==> src/rtl/tmclk_pkg.sv <==
`timescale 1ns/1ps
package tmclk_pkg;
    localparam int STRAP_W = 4;
    localparam int FSEL0   = 0;
    localparam int FSEL2   = 2;
    localparam int BUS_SEL = 3;
    localparam logic [2:0] TEST_CODE = 3'b110;

    typedef enum logic [1:0] {
        ST_STRAP  = 2'd0,
        ST_TEST   = 2'd1,
        ST_NORMAL = 2'd2
    } mode_e;
endpackage

==> src/rtl/tmclk_strap_fsm.sv <==
`timescale 1ns/1ps
module tmclk_strap_fsm
    import tmclk_pkg::*;
(
    input  logic               ref_clk,
    input  logic               por_n,
    input  logic [STRAP_W-1:0] pad_in,
    output logic [STRAP_W-1:0] strap_q,
    output logic               run,
    output logic               in_test
);
    mode_e mode;
    mode_e mode_nxt;

    // Strap capture: every reference edge while reset is held.
    always_ff @(posedge ref_clk) begin
        if (!por_n) begin
            strap_q <= pad_in;
        end
    end

    // Next-state logic.
    always_comb begin
        mode_nxt = mode;
        unique case (mode)
            ST_STRAP:  mode_nxt = (strap_q[FSEL2:FSEL0] == TEST_CODE) ? ST_TEST : ST_NORMAL;
            ST_TEST:   mode_nxt = ST_TEST;
            ST_NORMAL: mode_nxt = ST_NORMAL;
            default:   mode_nxt = ST_STRAP;
        endcase
    end

    // State register.
    always_ff @(posedge ref_clk or negedge por_n) begin
        if (!por_n) begin
            mode <= ST_STRAP;
        end else begin
            mode <= mode_nxt;
        end
    end

    // State decode.
    always_comb begin
        run     = 1'b0;
        in_test = 1'b0;
        unique case (mode)
            ST_STRAP:  begin run = 1'b0; in_test = 1'b0; end
            ST_TEST:   begin run = 1'b1; in_test = 1'b1; end
            ST_NORMAL: begin run = 1'b1; in_test = 1'b0; end
            default:   begin run = 1'b0; in_test = 1'b0; end
        endcase
    end
endmodule

==> src/rtl/tmclk_div_pow2.sv <==
`timescale 1ns/1ps
module tmclk_div_pow2 #(
    parameter int STAGES = 2
) (
    input  logic              ref_clk,
    input  logic              por_n,
    output logic [STAGES-1:0] q
);
    logic [STAGES-1:0] tgl;

    // Ripple-free toggle chain: stage i flips when all lower stages are low.
    for (genvar i = 0; i < STAGES; i++) begin : g_stage
        logic bit_q;
        if (i == 0) begin : g_first
            assign tgl[i] = 1'b1;
        end else begin : g_next
            assign tgl[i] = tgl[i-1] & ~q[i-1];
        end

        always_ff @(posedge ref_clk or negedge por_n) begin
            if (!por_n) begin
                bit_q <= 1'b0;
            end else if (tgl[i]) begin
                bit_q <= ~bit_q;
            end
        end
        assign q[i] = bit_q;
    end
endmodule

==> src/rtl/tmclk_div_odd.sv <==
`timescale 1ns/1ps
module tmclk_div_odd #(
    parameter int ODD_DIV = 3
) (
    input  logic ref_clk,
    input  logic por_n,
    output logic clk_o,
    output logic rise_ph
);
    localparam int CW = (ODD_DIV > 2) ? $clog2(ODD_DIV) : 1;
    localparam logic [CW-1:0] LAST  = CW'(ODD_DIV - 1);
    localparam logic [CW-1:0] HIGHN = CW'((ODD_DIV - 1) / 2);

    logic [CW-1:0] cnt;
    logic          fall_ph;

    always_ff @(posedge ref_clk or negedge por_n) begin
        if (!por_n) begin
            cnt     <= '0;
            rise_ph <= 1'b0;
        end else begin
            rise_ph <= (cnt < HIGHN);
            cnt     <= (cnt == LAST) ? '0 : cnt + CW'(1);
        end
    end

    // Half-cycle extension on the falling edge gives 50% duty.
    always_ff @(negedge ref_clk or negedge por_n) begin
        if (!por_n) begin
            fall_ph <= 1'b0;
        end else begin
            fall_ph <= rise_ph;
        end
    end

    assign clk_o = rise_ph | fall_ph;
endmodule

==> src/rtl/tmclk_gen.sv <==
`timescale 1ns/1ps
module tmclk_gen
    import tmclk_pkg::*;
(
    input  logic               ref_clk,
    input  logic               por_n,
    input  logic               nrm_clk,
    input  logic [STRAP_W-1:0] pad_in,
    output logic [STRAP_W-1:0] pad_out,
    output logic [STRAP_W-1:0] pad_oe,
    output logic               ref_out,
    output logic               cpu_clk,
    output logic               mem_clk,
    output logic               bus_clk
);
    localparam int POW2_STAGES = 2;
    localparam int BUS_ODD_DIV = 3;

    logic [STRAP_W-1:0]     strap_q;
    logic                   run;
    logic                   in_test;
    logic [POW2_STAGES-1:0] pw;
    logic                   d3_clk;
    logic                   div3_rise;
    logic                   t_bus;

    tmclk_strap_fsm u_fsm (
        .ref_clk (ref_clk),
        .por_n   (por_n),
        .pad_in  (pad_in),
        .strap_q (strap_q),
        .run     (run),
        .in_test (in_test)
    );

    tmclk_div_pow2 #(.STAGES(POW2_STAGES)) u_pow2 (
        .ref_clk (ref_clk),
        .por_n   (por_n),
        .q       (pw)
    );

    tmclk_div_odd #(.ODD_DIV(BUS_ODD_DIV)) u_odd (
        .ref_clk (ref_clk),
        .por_n   (por_n),
        .clk_o   (d3_clk),
        .rise_ph (div3_rise)
    );

    assign t_bus = strap_q[BUS_SEL] ? pw[POW2_STAGES-1] : d3_clk;

    always_comb begin
        pad_oe = {STRAP_W{run}};
        if (!run) begin
            pad_out = '0;
            ref_out = 1'b0;
            cpu_clk = 1'b0;
            mem_clk = 1'b0;
            bus_clk = 1'b0;
        end else if (!in_test) begin
            pad_out = {STRAP_W{nrm_clk}};
            ref_out = nrm_clk;
            cpu_clk = nrm_clk;
            mem_clk = nrm_clk;
            bus_clk = nrm_clk;
        end else begin
            pad_out = {t_bus, pw[1], pw[0], ref_clk};
            ref_out = ref_clk;
            cpu_clk = pw[0];
            mem_clk = pw[0];
            bus_clk = t_bus;
        end
    end
endmodule

==> config.mk <==
export PLATFORM = sky130hd
export DESIGN_NAME = tmclk_gen
export DESIGN_NICKNAME = d
export VERILOG_FILES = /design/src/rtl/tmclk_pkg.sv /design/src/rtl/tmclk_strap_fsm.sv /design/src/rtl/tmclk_div_pow2.sv /design/src/rtl/tmclk_div_odd.sv /design/src/rtl/tmclk_gen.sv
export SDC_FILE = /design/constraint.sdc
export NUM_CORES = 1
export LEC_CHECK = 0
export CORE_AREA = 8 8 45 47
export CTS_CLUSTER_DIAMETER = 60
export CTS_CLUSTER_SIZE = 25
export DETAILED_ROUTE_END_ITERATION = 7
export DIE_AREA = 0 0 53 55
export DONT_BUFFER_PORTS = 1
export HOLD_SLACK_MARGIN = 0.02
export MAX_ROUTING_LAYER = met4
export PLACE_DENSITY = 0.63
export SLEW_MARGIN = 20
export SYNTH_ARGS = -nofsm -noshare
export SYNTH_HDL_FRONTEND = slang
export SYNTH_SLANG_ARGS = --single-unit
==> constraint.sdc <==
create_clock -name ref_clk -period 3.8 [get_ports ref_clk]
set_input_delay 0.76 -clock ref_clk [delete_from_list [all_inputs] [get_ports ref_clk]]
set_output_delay 0.76 -clock ref_clk [all_outputs]
set_load 0.1 [all_outputs]
# --- Word level (Yosys, flattened, before mapping) ---
# Cells that the tools add are included.
word_totals:
  regBits: 12
  output_inout_bits: 12
  input_bits: 7
  wordCells: 32
classes:
  add_sub_neg: 1
  bitwise_logic: 3
  n_lt_le_gt_ge: 1
  n_mux: 14
  eq_ne: 4
  reduce_logical: 2
ops:
  columns: ["op", "n"]
  rows:
  - ["2-to-1 mux 1 bit", 9]
  - ["2-to-1 mux 4 bit", 2]
  - ["one-hot mux 2 bit (3 select lines)", 1]
  - ["== test 2 bit (second input constant)", 2]
  - ["2-to-1 mux 2 bit", 2]
  - ["== test 3 bit (second input constant)", 1]
  - ["adder 2 x 1 -> 2 bit (second input constant)", 1]
  - ["== test 2 x 1 -> 1 bit (second input constant)", 1]
  - ["logical NOT 2 bit", 1]
  - ["less-than comparator 2 x 1 -> 1 bit (second input constant)", 1]
  - ["NOT 1 bit", 2]
  - ["OR reduction 2 bit", 1]
  - ["bitwise OR 1 bit", 1]

# --- Depth between registers and ports, before layout ---
# Gate-level depths: netlist (run 1).
depth:
  ltp_word: 4
  ltp_mapped: 5

# --- Hierarchy ---
# A second synthesis (run 1) with hierarchy kept.
unflattened:
  hier_cells: 46
  area_unflattened_um2: 554.3
by_module_without_submodules:
  columns: ["mod", "instances", "seq_area_each_um2", "area_per_inst_um2", "cells_each"]
  rows:
  - ["tmclk_strap_fsm", 1, 170.2, 244.0, 16]
  - ["tmclk_gen", 1, 0.0, 138.9, 18]
  - ["tmclk_div_odd", 1, 75.1, 93.8, 6]
  - ["tmclk_div_pow2", 1, 50.0, 77.6, 6]

==> results of run 1 <==
==> final timing paths <==
kind,to,cells past startpoint
worst max-delay path,bus_clk,3
worst min-delay path,u_fsm.mode[1],0
worst max register to register,u_odd.fall_ph,0
worst min register to register,u_odd.rise_ph,1
max in group asynchronous,u_odd.fall_ph,0
min in group ref_clk,u_odd.rise_ph,1
==> what timing repair did <==
item,in CTS,in global routing
hold endpoints to repair,0,0
hold buffers,0,0
endpoints found under the setup margin,5,4
gates resized for setup,1,1
==> final cells by class <==
| cell class | count | area share |
|---|---|---|
| inverters | 5 | 0.02641 |
| well taps | 16 | 0.02817 |
| repair buffers | 10 | 0.1690 |
| clock buffers | 7 | 0.06866 |
| flip-flops and latches | 11 | 0.4155 |
| multi-input cells | 21 | 0.2923 |
==> sequential cells by signal, summed over array words and instances, names as in the netlist <==
name                  flops
u_fsm.mode                2
u_odd.rise_ph             1
u_pow2.g_stage.bit_q      2
u_odd.fall_ph             1
u_fsm.strap_q             4
u_odd.cnt                 1
==> cells by family after synthesis <==
logic type / share of synthesized area
DFF: 0.5606
adders and majority gates: 0.04750
and+or+nand+nor: 0.1377
AOI/OAI and AO/OA: 0.08790
xor gates and xnor gates: 0.01663
buffers and inverters: 0.1497
==> worst max-delay path: stages (launching register included) <==
cell and delay [ps]:
dfrtn_1 400, nor3_2 50, o32ai_4 340, buf_12 230
==> metrics by stage <==
stage	hold slack [ps]	util	instances	setup TNS, ps	setup WS (ps)
final	81.73	0.5136	70	-517.6	-263.6
after detailed placement	408.2	0.4702	63	-1268	-634.2
after CTS	69.66	0.5081	70	-559.9	-284.6
after global routing	45.60	0.5136	70	-657.7	-332.8
after floorplan	397.4	-	45	-583.6	-425.5
after global placement	402.5	0.4702	63	-1240	-620.1
==> layer usage <==
metal / part of all wire / routed length (um)
met4: 0.037 / 33
met3: 0.066 / 60
met1: 0.37 / 337
met5: 0 / 0
met2: 0.52 / 471
==> cell usage in the layout (no fill, tap or decap) <==
cell | synthesis | layout
buf_4 | 8 | 7
clkbuf_4 | 0 | 6
dfrtp_1 | 6 | 6
inv_1 | 5 | 5
nand2_1 | 4 | 4
edfxtp_1 | 4 | 4
a21oi_4 | 0 | 2
nor2b_1 | 2 | 2
buf_12 | 0 | 2
nand2b_4 | 1 | 1
nor2_1 | 1 | 1
and3b_1 | 1 | 1
and2b_1 | 1 | 1
a31o_1 | 1 | 1
nand2b_1 | 1 | 1
o22ai_1 | 1 | 1
nor3_2 | 0 | 1
o32ai_4 | 0 | 1
xnor2_1 | 1 | 1
a21oi_2 | 0 | 1
ha_4 | 0 | 1
ha_1 | 2 | 1
clkbuf_1 | 0 | 1
buf_16 | 0 | 1
dfrtn_1 | 1 | 1
==> flow_metrics.py, run 1 <==
metrics = {
    "outcome": {
        "outcome": "finished with violations",
        "violations": "setup timing",
    },
    "drt": {
        "dr.pass1.iters": 2,
        "wirelength_um": 903,
        "routedWlPerCell_um": 12.90,
        "drtIter0Drc": 10,
        "num_vias": 325,
        "drc": 0,
        "detail-route-antenna-nets": 0,
        "avgViaCountPerCell": 4.643,
    },
    "yosys": {
        "synth_common_cells": "8 x buf_4, 6 x dfrtp_1, 5 x inv_1",
        "async_flop_share": 0.6364,
        "synth_top_area_share": 0.2850,
        "synth_nets": 54,
        "yosysMostFrequentCell": "buf_4",
        "synth.largest_area_cell": "dfrtp_1",
        "synth_enable_flop_cells": 4,
        "yosys_most_used_dff": "dfrtp_1",
        "yosys_register_bits": 11,
        "avgSynthCellArea_um2": 11.71,
        "seq_area_frac_synth": 0.5606,
        "ys_types": 19,
        "synth_area_leaders": "dfrtp_1 29%, edfxtp_1 23%, buf_4 11%, dfrtn_1 4.8%, ha_1 4.8%",
        "syn_inst": 45,
        "netlist_area_um2": 526.8,
        "yosys_warnings": 0,
    },
    "floorplan": {
        "die_x_um": 53,
        "rows": 14,
        "core_area_um2": 1384,
        "start_util": 0.3807,
        "die_area_um2": 2915,
        "die_height_um": 55,
        "io_pins": 19,
    },
    "grt": {
        "grt_start_max_net_pins": 9,
        "grt_overflow": 0,
        "grt_util_all_layers": 0.08157,
        "grt_util_met3": 0.06417,
        "antenna_found_initial": 0,
        "grt_pass1_wl_um": 1386,
        "busiest_layer": "met4",
        "grt_pass1_vias": 376,
        "grt_use_met1": 0.05039,
        "grt_use_met2": 0.09766,
    },
    "cells_and_area": {
        "syn2layout_area_growth_pct": 34.92,
        "seq_area_um2": 295.3,
        "fill_cells": 121,
        "multi_input_area_um2": 207.7,
        "antenna_cells": 0,
        "final_nets": 64,
        "layout-drive-gt1-share": 0.4259,
        "design_area_um2": 710.7,
    },
    "run": {
        "maxCapViolCount": 0,
    },
    "placement": {
        "hpwl_um": 692.8,
        "portBuffers": 0,
        "place_congestion": 0.6853,
        "place_area_um2": 650.6,
    },
    "setup_path": {
        "end_kind": "output port",
        "crit_fanout": 2,
        "worstSetupPathType": "flop to output port",
        "worstPathArrival_ps": 3300,
        "crit_start": "u_odd.fall_ph",
        "r2r_slack_ps": 1350,
        "worstPathRequired_ps": 3040,
        "critPathLaunchType": "flop",
        "r2r-start": "u_odd.rise_ph",
    },
    "clocking": {
        "cts_tree": "done",
        "cts_setup_buffers": 0,
        "clk_latency_ps": 380,
        "clk_pin_slew_worst_paths_ps": 60,
    },
    "timing": {
        "worstMarginPinSlew_ps": 1363,
        "maxSlewHeadroom": 0.08919,
        "skew_ps": 17.90,
        "rsz0062_at_grt": "yes",
        "hold_viol": 0,
        "fin_ws_ps": -263.6,
        "slew_viol_final": 0,
        "setup_violations": 2,
    },
    "min_path": {
        "hp-class": "input pin to asynchronous set/reset pin",
    },
}
Power of run 1 is left out: the tool's default activity adds up to more than one toggle a clock period on the data nets, which glitch-free logic cannot reach.
==> inputs of run 2 (changes only) <==
--- a/config.mk
+++ b/config.mk
@@ -13,7 +13,7 @@
 export DONT_BUFFER_PORTS = 1
 export HOLD_SLACK_MARGIN = 0.02
 export MAX_ROUTING_LAYER = met4
-export PLACE_DENSITY = 0.63
+export PLACE_DENSITY_LB_ADDON = 0.12
 export SLEW_MARGIN = 20
 export SYNTH_ARGS = -nofsm -noshare
 export SYNTH_HDL_FRONTEND = slang
==> run 2 against run 1 <==
Non-clock buffer count up 2. Count of clock-buffer cells in the layout unchanged. Final cell count is 2.9% higher. Sequential cell count stayed put. Highest routed layer unchanged. Cell area grew 1.4%. Wire length fell by 1.6%. The run ends with capacitance limit, slew limit, setup timing left. Sequential share of layout area fell by 0.58 points.
==> flow_metrics.py, run 2 (synthesis gave the netlist of run 1 again) <==
metrics = {
    "cells_and_area": {
        "syn2layout_area_growth_pct": 36.82,
        "layout_commonest_cell": "buf_4",
        "antenna_cells": 0,
        "final_cell_mix": "9 x buf_4, 6 x clkbuf_4, 6 x dfrtp_1",
        "largest_register_ffs": 4,
        "final_nets": 66,
        "final_core_util": 0.5208,
        "top_register": "u_fsm.strap_q",
        "design_area_um2": 720.7,
        "layout-drive-gt1-share": 0.4643,
        "top_regs": "u_fsm.strap_q (4), u_fsm.mode (2), u_pow2.g_stage.bit_q (2)",
    },
    "placement": {
        "place_congestion": 0.6709,
        "hpwl_um": 745,
        "place_area_um2": 665.6,
        "portBuffers": 0,
    },
    "drt": {
        "wirelength_um": 889,
        "routedWlPerCell_um": 12.35,
        "drtIter0Drc": 2,
        "avgViaCountPerCell": 4.639,
        "drc": 0,
        "num_vias": 334,
        "dr.pass1.iters": 2,
        "detail-route-antenna-nets": 0,
    },
    "floorplan": {
        "die_height_um": 55,
        "core_area_um2": 1384,
        "rows": 14,
        "die_x_um": 53,
        "io_pins": 19,
        "die_area_um2": 2915,
        "start_util": 0.3807,
    },
    "grt": {
        "grt_overflow": 0,
        "grt_util_all_layers": 0.07464,
        "grt_pass1_wl_um": 1428,
        "grt_pass1_vias": 382,
        "antenna_found_initial": 0,
        "grt_start_max_net_pins": 9,
    },
    "setup_path": {
        "cp_slowest_cell": "dfrtn_1",
        "crit_fanout": 2,
        "max_stage_delay_ps": 410,
        "worstPathArrival_ps": 3310,
        "worstPathRequired_ps": 3040,
        "critPathLaunchType": "flop",
        "cp.buffers_inverters": 1,
        "crit_chain": "nor3_2 -> o32ai_4 -> buf_12",
        "path_delay_family": "flip-flops",
        "end_kind": "output port",
        "worstSetupPathType": "flop to output port",
    },
    "clocking": {
        "cts_setup_buffers": 0,
        "clk_pin_slew_worst_paths_ps": 60,
        "clk_latency_ps": 380,
        "cts_tree": "done",
        "cts_hold_buf": 0,
    },
    "timing": {
        "maxSlewHeadroom": -0.5809,
        "fin_ws_ps": -267.7,
        "hold_viol": 0,
        "setup_violations": 2,
        "worstMarginPinSlew_ps": 2373,
        "skew_ps": 24.74,
        "slew_viol_final": 1,
        "rsz0062_at_grt": "yes",
    },
    "run": {
        "maxCapViolCount": 1,
    },
    "outcome": {
        "outcome": "finished with violations",
        "violations": "capacitance limit, slew limit, setup timing",
    },
    "min_path": {
        "hp-class": "input pin to asynchronous set/reset pin",
    },
}
[run 2: cell types whose count changed in the layout (fill, tap and decap cells not counted), sizes merged]
cell	previous run	this run
buf	10	12
[run 2: layout make-up]
type	instances	area, um2
fillers	127	663.1
flip-flops and latches	11	295.3
multi-input cells	21	202.7
repair buffers	12	135.1
clock buffers	7	48.80
well taps	16	20.02
inverters	5	18.77
[run 2: final timing paths]
kind	depth (start not counted)	slack, ps	end	from
hold reg to reg	1	430	u_odd.rise_ph	u_odd.cnt[1]
min in group ref_clk	1	430	u_odd.rise_ph	u_odd.cnt[1]
setup reg to reg	0	1350	u_odd.fall_ph	u_odd.rise_ph
setup / recovery	3	-270	bus_clk	u_odd.fall_ph
max in group asynchronous	0	1840	u_odd.fall_ph	por_n
hold / removal	0	90	u_fsm.mode[1]	por_n
[run 2: per-layer routing]
| metal | track usage | up-vias | part of all wire |
|---|---|---|---|
| li1 | - | 163 | - |
| met1 | 0.05338 | 154 | 0.35 |
| met2 | 0.1055 | 13 | 0.49 |
| met3 | 0.07487 | 4 | 0.14 |
| met4 | 0.06466 | 0 | 0.016 |
| met5 | - | - | 0 |
[run 2: metrics by stage]
step	std cells	hold WS [ps]	worst slack (ps)	TNS [ps]
finish	72	85.77	-267.7	-527.7
CTS	72	72.59	-291.9	-576.3
floorplan	45	397.4	-425.5	-583.6
global route	72	60.35	-341.9	-677.2
detailed placement	65	417.6	-626.0	-1252
global placement	65	407.9	-621.4	-1243
[run 2: repair_timing]
| item | CTS | global route |
|---|---|---|
| resized for setup | 2 | 0 |
| endpoints found under the setup margin | 5 | 2 |
| pin swaps | 0 | 0 |
Power of run 2 is left out for the same reason.
